--- config.mk ---
export PLATFORM = sky130hd
export DESIGN_NAME = gpio_bank_irq
export DESIGN_NICKNAME = d
export VERILOG_FILES = /design/src/rtl/gpio_irq_pkg.sv /design/src/rtl/gpio_irq_pin.sv /design/src/rtl/gpio_irq_port.sv /design/src/rtl/gpio_bank_irq.sv
export SDC_FILE = /design/constraint.sdc
export NUM_CORES = 1
export LEC_CHECK = 0
export CORE_ASPECT_RATIO = 2
export CORE_MARGIN = 2
export CORE_UTILIZATION = 43
export CTS_CLUSTER_SIZE = 30
export DETAILED_ROUTE_END_ITERATION = 12
export GPL_TIMING_DRIVEN = 0
export PLACE_DENSITY = 0.89
export SYNTH_ARGS = -nofsm -noshare
export SYNTH_HDL_FRONTEND = slang
export SYNTH_SLANG_ARGS = --single-unit
--- constraint.sdc ---
create_clock -name clk -period 1.6 [get_ports clk]
set_input_delay 0.32 -clock clk [delete_from_list [all_inputs] [get_ports clk]]
set_output_delay 0.32 -clock clk [all_outputs]
set_load 0.02 [all_outputs]
--- src/rtl/gpio_irq_pkg.sv ---
package gpio_irq_pkg;

  typedef struct packed {
    logic both;
    logic edge_m;
    logic pol;
  } trig_cfg_t;

  function automatic logic trig_hit(trig_cfg_t c, logic cur, logic prv);
    logic r;
    if (!c.edge_m)    r = (cur == c.pol);
    else if (c.both)  r = cur ^ prv;
    else if (c.pol)   r = cur & ~prv;
    else              r = ~cur & prv;
    return r;
  endfunction

endpackage

--- src/rtl/gpio_irq_pin.sv ---
module gpio_irq_pin
  import gpio_irq_pkg::*;
(
  input  logic      clk,
  input  logic      rst_n,
  input  logic      lvl,
  input  trig_cfg_t cfg,
  input  logic      clr,
  output logic      st
);

  logic prv;
  logic hit;

  assign hit = trig_hit(cfg, lvl, prv);

  always_ff @(posedge clk or negedge rst_n) begin
    if (!rst_n) begin
      prv <= 1'b0;
      st  <= 1'b0;
    end else begin
      prv <= lvl;
      st  <= hit | (st & ~clr);
    end
  end

  AST_RISE_SETS: assert property (@(posedge clk) disable iff (!rst_n)
    ($past(rst_n) && cfg.edge_m && !cfg.both && cfg.pol && lvl && !$past(lvl)) |=> st);
  AST_FALL_SETS: assert property (@(posedge clk) disable iff (!rst_n)
    ($past(rst_n) && cfg.edge_m && !cfg.both && !cfg.pol && !lvl && $past(lvl)) |=> st);
  AST_BOTH_SETS: assert property (@(posedge clk) disable iff (!rst_n)
    ($past(rst_n) && cfg.edge_m && cfg.both && (lvl != $past(lvl))) |=> st);
  AST_LEVEL_SETS: assert property (@(posedge clk) disable iff (!rst_n)
    (!cfg.edge_m && (lvl == cfg.pol)) |=> st);
  AST_CLR_DROPS: assert property (@(posedge clk) disable iff (!rst_n)
    ($past(rst_n) && cfg.edge_m && $stable(lvl) && clr) |=> !st);

endmodule

--- src/rtl/gpio_irq_port.sv ---
module gpio_irq_port
  import gpio_irq_pkg::*;
#(
  parameter int PINS = 8
) (
  input  logic              clk,
  input  logic              rst_n,
  input  logic [PINS-1:0]   lvl,
  input  logic [3*PINS-1:0] cfg_word,
  input  logic              clr_we,
  input  logic [PINS-1:0]   clr_mask,
  output logic [PINS-1:0]   st
);

  for (genvar i = 0; i < PINS; i++) begin : g_pin
    trig_cfg_t c;
    assign c.pol    = cfg_word[i];
    assign c.edge_m = cfg_word[PINS + i];
    assign c.both   = cfg_word[2*PINS + i];

    gpio_irq_pin u_pin (
      .clk   (clk),
      .rst_n (rst_n),
      .lvl   (lvl[i]),
      .cfg   (c),
      .clr   (clr_we & clr_mask[i]),
      .st    (st[i])
    );
  end

endmodule

--- src/rtl/gpio_bank_irq.sv ---
module gpio_bank_irq #(
  parameter int PORTS = 4,
  parameter int PINS  = 8,
  localparam int NPIN   = PORTS * PINS,
  localparam int CFGW   = 3 * PINS,
  localparam int PSEL_W = (PORTS > 1) ? $clog2(PORTS) : 1
) (
  input  logic                  clk,
  input  logic                  rst_n,
  input  logic [NPIN-1:0]       pin_lvl,
  input  logic [NPIN-1:0]       irq_en,
  input  logic [PORTS*CFGW-1:0] trig_cfg,
  input  logic                  clr_we,
  input  logic [PSEL_W-1:0]     clr_port,
  input  logic [PINS-1:0]       clr_mask,
  output logic [NPIN-1:0]       int_status,
  output logic                  bank_irq
);

  for (genvar p = 0; p < PORTS; p++) begin : g_port
    logic sel;
    assign sel = clr_we && (clr_port == PSEL_W'(p));

    gpio_irq_port #(.PINS(PINS)) u_port (
      .clk      (clk),
      .rst_n    (rst_n),
      .lvl      (pin_lvl[p*PINS +: PINS]),
      .cfg_word (trig_cfg[p*CFGW +: CFGW]),
      .clr_we   (sel),
      .clr_mask (clr_mask),
      .st       (int_status[p*PINS +: PINS])
    );
  end

  assign bank_irq = |(int_status & irq_en);

  AST_IRQ_GATED: assert property (@(posedge clk) disable iff (!rst_n)
    (irq_en == '0) |-> !bank_irq);
  AST_RESET_QUIET: assert property (@(posedge clk)
    (!rst_n && !$isunknown(int_status)) |-> (int_status == '0));

endmodule

==> impl_metrics.py, run 1 <==
metrics = {
    "placed_design": {
        "portBuffers": 205,
        "gp_congestion": 0.8539,
        "placed_area_um2": 6768,
        "dp_hpwl_um": 12300,
    },
    "cells_and_area": {
        "final_common_cell": "clkdlybuf4s50_1",
        "areaGrowthSynthToFinish_pct": 56.69,
        "design_area_um2": 7124,
        "fin_util_pct": 68.43,
        "nFillCells": 812,
        "antenna_cells": 0,
        "final_cell_mix": "clkdlybuf4s50_1 (169), inv_1 (72), o211ai_1 (64), ha_1 (64), dfrtp_1 (64)",
        "nets": 911,
        "drive_above_1_share_pct": 16.05,
    },
    "sta": {
        "tns_ps": -602.6,
        "slew_headroom_pct": 42.28,
        "hold_viol": 0,
        "finalCritPeriodShare_pct": 137.7,
        "skew_ps": 5.925,
        "fmax_mhz": 454.0,
        "finalCriticalPeriod_ps": 2203,
        "setup_viol": 1,
        "setup_ws_ps": -602.6,
        "rsz0062_at_grt": "true",
        "worst_pin_slew_ps": 865.8,
        "slew_violations": 0,
    },
    "setup_path": {
        "critPathRequiredTime_ps": 1280,
        "cp-end-kind": "output port",
        "rrSetupSlack_ps": 190,
        "crit_type": "flop to output port",
        "r2r_start": "g_port[1].u_port.g_pin[4].u_pin.prv",
        "startpoint": "g_port[0].u_port.g_pin[0].u_pin.st",
        "arrival_ps": 1880,
        "crit_path_start_kind": "flop",
        "worstPathMaxFanout": 2,
    },
    "detailed_routing": {
        "drc_errors": 0,
        "routed_via_density": 5.276,
        "vias": 4305,
        "routed_wl_um": 15340,
        "dr.pass1.iters": 4,
        "drt-wirelength-per-cell_um": 18.80,
        "ant_nets": 0,
        "drt-initial-drc-count": 176,
    },
    "synthesis": {
        "async_reset_ff_share_pct": 100.0,
        "ys_seq_elements": 64,
        "syn_avg_cell_area_um2": 10.10,
        "ys.flop_type": "dfrtp_1",
        "syn_area_um2": 4547,
        "syn-num-nets": 687,
        "synth_edf_count": 0,
        "synthCells": 450,
        "synth-warning-count": 0,
        "synth_cell_types": 18,
        "ys_seq_area_share_pct": 35.22,
    },
    "floorplanning": {
        "io_pins": 206,
        "die_area_um2": 11460,
        "die_w_um": 76.71,
        "start_util_pct": 43.67,
        "rows": 53,
        "die_h_um": 149.4,
        "core_area_um2": 10410,
    },
    "outcome": {
        "status": "complete, but fails checks",
        "violations": "negative setup slack",
    },
    "grt": {
        "gr-usage-all-layers_pct": 27.47,
        "overflow": 0,
        "grt_pass1_vias": 4849,
        "antenna_found_initial": 0,
        "grt_pass1_wl_um": 23850,
        "grt_max_degree": 65,
    },
    "flow_run": {
        "drv_cap": 0,
    },
    "pwr": {
        "p_per_area_nw_per_um2": 733.3,
        "p_leak_nw": 3.197,
        "finalPower_w": 0.005224,
        "irDropWorstVdd_v": 0.0005212,
    },
    "cts": {
        "clkLatencyLatePin_ps": 330,
        "cts_root_buffer": "clkbuf_16",
        "cts_tree": "built",
        "clock_sinks": 64,
        "htree_levels": 3,
        "cts_buffers": 9,
        "clk_pin_slew_ps": 60,
        "hold_buffers": 0,
        "clockBufferDepth": 2,
    },
    "worst_hold_path": {
        "min_path_type": "input port to asynchronous set/reset pin",
    },
}
-- state kept, by name (all words and copies together), names as in the netlist --
| register | cells |
|---|---|
| g_port.u_port.g_pin.u_pin.prv | 32 |
| g_port.u_port.g_pin.u_pin.st | 32 |
-- logic make-up (layout without fill, tap and decap cells) --
kind of cell	Yosys count	in the layout	synth area share, %
compound gates	112	112	17.61
buf+inv	105	334	11.47
fa+ha+maj	64	64	17.61
flops	64	64	35.22
simple gates	41	41	3.990
xor+xnor	32	32	6.164
mux	32	32	7.925
-- repair_timing --
action,in CTS,in global routing
pin swaps,4,1
buffers inserted,8,0
endpoints found under the hold margin,0,0
gates resized for setup,50,6
endpoints found under the setup margin,38,7
-- area by class of cell --
class                           count  area (µm²)  share of cell area, %
Buffer                             33       251.5                  3.530
Clock buffer                       11       242.7                  3.407
Clock inverter                      5       80.08                  1.124
Inverter                           72       270.3                  3.793
Multi-Input combinational cell    281        2449                  34.37
Sequential cell                    64        1602                  22.48
Tap cell                          137       171.4                  2.406
Timing Repair Buffer              213        2058                  28.89
-- power by group --
| group | leakage (nW) | internal [W] | total, W | switching (W) |
|---|---|---|---|---|
| logic | 2.38 | 0.000736 | 0.00129 | 0.000549 |
| clock network | 0.152 | 0.00140 | 0.00215 | 0.000741 |
| registers | 0.669 | 0.00171 | 0.00179 | 0.0000802 |
-- path summary, 6_finish.rpt --
check                                                           end  depth (start not counted)
max in group asynchronous       g_port[3].u_port.g_pin[6].u_pin.prv                          1
worst max-delay path                                       bank_irq                          4
worst min register to register   g_port[2].u_port.g_pin[4].u_pin.st                          2
worst max register to register   g_port[1].u_port.g_pin[4].u_pin.st                          5
worst min-delay path            g_port[3].u_port.g_pin[0].u_pin.prv                          1
min in group clk                g_port[1].u_port.g_pin[4].u_pin.prv                          1
-- Yosys cell counts (2+ instances only) --
| master | count | area (µm²) |
|---|---|---|
| dfrtp_1 | 64 | 1602 |
| o211ai_1 | 64 | 480.5 |
| a22oi_1 | 14 | 105.1 |
| a22oi_2 | 2 | 25.02 |
| mux2_2 | 32 | 360.4 |
| o21ai_0 | 24 | 120.1 |
| xor2_1 | 32 | 280.3 |
| ha_1 | 64 | 800.8 |
| nand4_1 | 4 | 25.02 |
| o21ai_2 | 8 | 70.07 |
| nand3b_1 | 2 | 15.01 |
| buf_4 | 32 | 240.2 |
| inv_1 | 72 | 270.3 |
| nand2_1 | 32 | 120.1 |
-- per-stage QoR --
step           cells  hold slack (ps)  setup WS, ps
2_1_floorplan    450            24.41         13.94
3_3_place_gp     792            553.2         -2063
6_report         816            93.96        -602.6
3_5_place_dp     792            478.5         -1159
5_1_grt          816            158.4        -639.9
4_1_cts          816            122.6        -604.8
-- critical path: stages, from the launching register on --
cell     delay [ps]
dfrtp_1         410
a22oi_1         180
nand4_1         230
or4_1           570
buf_6           150
-- routing by layer --
metal  vias to the layer above  global-route usage [%]  share of wire (%)
met2                       205                   51.54                 55
li1                       1982                       -                  -
met3                        83                   6.454                5.3
met1                      2035                   23.68                 30
met5                         -                       0                  0
met4                         0                   23.64                8.8
(Power assumes the default switching activity.)
==> run 2: changes to the inputs <==
--- a/config.mk
+++ b/config.mk
@@ -6,7 +6,6 @@
 export NUM_CORES = 1
 export LEC_CHECK = 0
 export CORE_ASPECT_RATIO = 2
-export CORE_MARGIN = 2
 export CORE_UTILIZATION = 43
 export CTS_CLUSTER_SIZE = 30
 export DETAILED_ROUTE_END_ITERATION = 12
==> run 2 against run 1 <==
The flow still finishes with violations (negative setup slack); design area about the same; global-route usage up 0.13 points; combinational power about the same; clock power down 3%; worst hold slack worse by 0.95 ps; sequential cell count unchanged; highest routed layer unchanged.
==> impl_metrics.py, run 2 (same netlist as run 1, synthesis figures left out) <==
metrics = {
    "outcome": {
        "status": "complete, but fails checks",
        "violations": "negative setup slack",
    },
    "sta": {
        "setup_ws_ps": -595.5,
        "rsz0062_at_grt": "true",
        "finalCriticalPeriod_ps": 2195,
        "skew_ps": 4.457,
        "tns_ps": -595.5,
        "fmax_mhz": 455.5,
        "worst_pin_slew_ps": 874.8,
        "slew_headroom_pct": 41.68,
        "hold_viol": 0,
        "setup_viol": 1,
        "slew_violations": 0,
        "finalCritPeriodShare_pct": 137.2,
        "whs_ps": 93.01,
    },
    "setup_path": {
        "startpoint": "irq_en[0]",
        "crit_type": "input port to output port",
        "arrival_ps": 1880,
        "critPathRequiredTime_ps": 1280,
        "cp-endpoint": "bank_irq",
        "r2r_start": "g_port[1].u_port.g_pin[4].u_pin.prv",
        "reg2reg_depth": 5,
        "crit_path_start_kind": "input port",
        "worstPathMaxFanout": 1,
        "rrSetupSlack_ps": 320,
        "cp-end-kind": "output port",
        "rr_endpoint": "g_port[1].u_port.g_pin[4].u_pin.st",
    },
    "placed_design": {
        "gp_congestion": 0.8914,
        "dp_hpwl_um": 12000,
        "portBuffers": 205,
        "pre_cts_ws_ps": -1182,
    },
    "cts": {
        "clock_sinks": 64,
        "clkLatencyLatePin_ps": 330,
        "hold_buffers": 0,
        "clockBufferDepth": 2,
        "cts_buffers": 9,
        "cts_root_buffer": "clkbuf_16",
        "htree_levels": 3,
        "cts_tree": "built",
        "clk_pin_slew_ps": 60,
    },
    "detailed_routing": {
        "routed_wl_um": 14700,
        "top_layer": "met4",
        "wl_met2_um": 8102,
        "vias": 4255,
        "drc_errors": 0,
        "wl_met1_um": 4602,
        "drt-initial-drc-count": 153,
        "routed_via_density": 5.240,
        "routed-wl-met3_um": 689,
        "drt-wirelength-per-cell_um": 18.10,
        "dr.pass1.iters": 4,
        "ant_nets": 0,
    },
    "grt": {
        "grt_max_degree": 65,
        "gr-usage-all-layers_pct": 27.60,
        "grt_pass1_wl_um": 22110,
        "grt_pass1_vias": 4703,
        "overflow": 0,
        "antenna_found_initial": 0,
    },
    "cells_and_area": {
        "antenna_cells": 0,
        "fin_util_pct": 69.79,
        "nets": 909,
        "final_common_cell": "clkdlybuf4s50_1",
        "areaGrowthSynthToFinish_pct": 56.80,
        "drive_above_1_share_pct": 16.25,
        "final_cell_mix": "clkdlybuf4s50_1 (169), inv_1 (72), o211ai_1 (64), ha_1 (64), dfrtp_1 (63)",
        "nFillCells": 783,
        "top_regs": "g_port.u_port.g_pin.u_pin.prv (32), g_port.u_port.g_pin.u_pin.st (32)",
    },
    "floorplanning": {
        "start_util_pct": 44.51,
        "die_area_um2": 11010,
        "io_pins": 206,
        "core_area_um2": 10210,
        "die_h_um": 147.4,
        "rows": 52,
        "die_w_um": 74.71,
    },
    "pwr": {
        "irDropWorstVdd_v": 0.0005531,
        "p_seq_share_pct": 34.9,
        "pwr-share-clk_pct": 40.5,
        "p_leak_nw": 3.195,
        "p_per_area_nw_per_um2": 721.3,
        "p_switching_w": 0.001321,
        "switching_share_pct": 25.70,
        "intPower_w": 0.003821,
        "combPwrFrac_pct": 24.6,
    },
    "flow_run": {
        "drv_cap": 0,
    },
    "worst_hold_path": {
        "min_path_type": "input port to asynchronous set/reset pin",
    },
}
==> run 2: cell count changes in the layout (fill, tap and decap cells not counted), sizes merged <==
cell,delta
bufinv,-1
dlygate4sd2,+3
clkinvlp,-2
clkdlybuf4s15,-1
buf,-3
clkbuf,+2
==> run 2: worst min path at each step <==
| stage | cells after the start | endpoint |
|---|---|---|
| floorplan | 0 | g_port[0].u_port.g_pin[0].u_pin.prv |
| global placement | 2 | g_port[0].u_port.g_pin[1].u_pin.st |
| detailed placement | 1 | g_port[3].u_port.g_pin[5].u_pin.st |
| CTS | 1 | g_port[3].u_port.g_pin[5].u_pin.st |
| global route | 1 | g_port[3].u_port.g_pin[0].u_pin.prv |
| finish | 1 | g_port[3].u_port.g_pin[5].u_pin.st |
==> run 2: timing repair <==
action | in CTS | in global routing
buffers inserted | 2 | 4
resized for setup | 48 | 7
pin swaps | 5 | 5
setup endpoints to repair | 33 | 20
cloned | 0 | 0
==> run 2: stage by stage <==
step           area [µm²]  instances  power, W
2_1_floorplan        4547        450  0.002312
3_5_place_dp         6765        790  0.003110
3_3_place_gp         6768        790  0.003028
5_1_grt              7129        812  0.005373
4_1_cts              7088        808  0.005173
6_report             7129        812  0.005143
==> run 2: worst max-delay path, stage by stage <==
cell             delay (ps)
clkdlybuf4s50_1         420
a22oi_2                 220
nand4_1                 210
or4_4                   560
buf_6                   150
==> run 2: final cells by class <==
class                           count  area, µm²  area share (%)
Tap cell                          135      168.9           2.369
Clock buffer                       14      284.0           3.984
Clock inverter                      2      35.03          0.4914
Timing Repair Buffer              211       2049           28.75
Multi-Input combinational cell    281       2467           34.61
Sequential cell                    64       1603           22.48
Inverter                           72      270.3           3.791
Buffer                             33      251.5           3.528
==> run 2: power groups by stage <==
stage | clock (W) | combinational [W] | sequential (W)
floorplan | 0 | 0.000521 | 0.00179
global placement | 0 | 0.00121 | 0.00181
detailed placement | 0 | 0.00129 | 0.00182
CTS | 0.00211 | 0.00127 | 0.00179
global route | 0.00218 | 0.00138 | 0.00181
finish | 0.00208 | 0.00127 | 0.00179
==> run 2: layer usage <==
metal | up-vias | GRT usage, %
li1 | 1989 | -
met1 | 2012 | 24.52
met2 | 176 | 49.37
met3 | 78 | 4.840
met4 | 0 | 25.28
met5 | - | 0
==> run 3: changes to the inputs <==
--- a/config.mk
+++ b/config.mk
@@ -6,6 +6,7 @@
 export NUM_CORES = 1
 export LEC_CHECK = 0
 export CORE_ASPECT_RATIO = 2
+export CORE_MARGIN = 2
 export CORE_UTILIZATION = 43
 export CTS_CLUSTER_SIZE = 30
 export DETAILED_ROUTE_END_ITERATION = 12
==> results of run 3 <==
No change in the layout: final DEF, timing and power equal those of run 1.
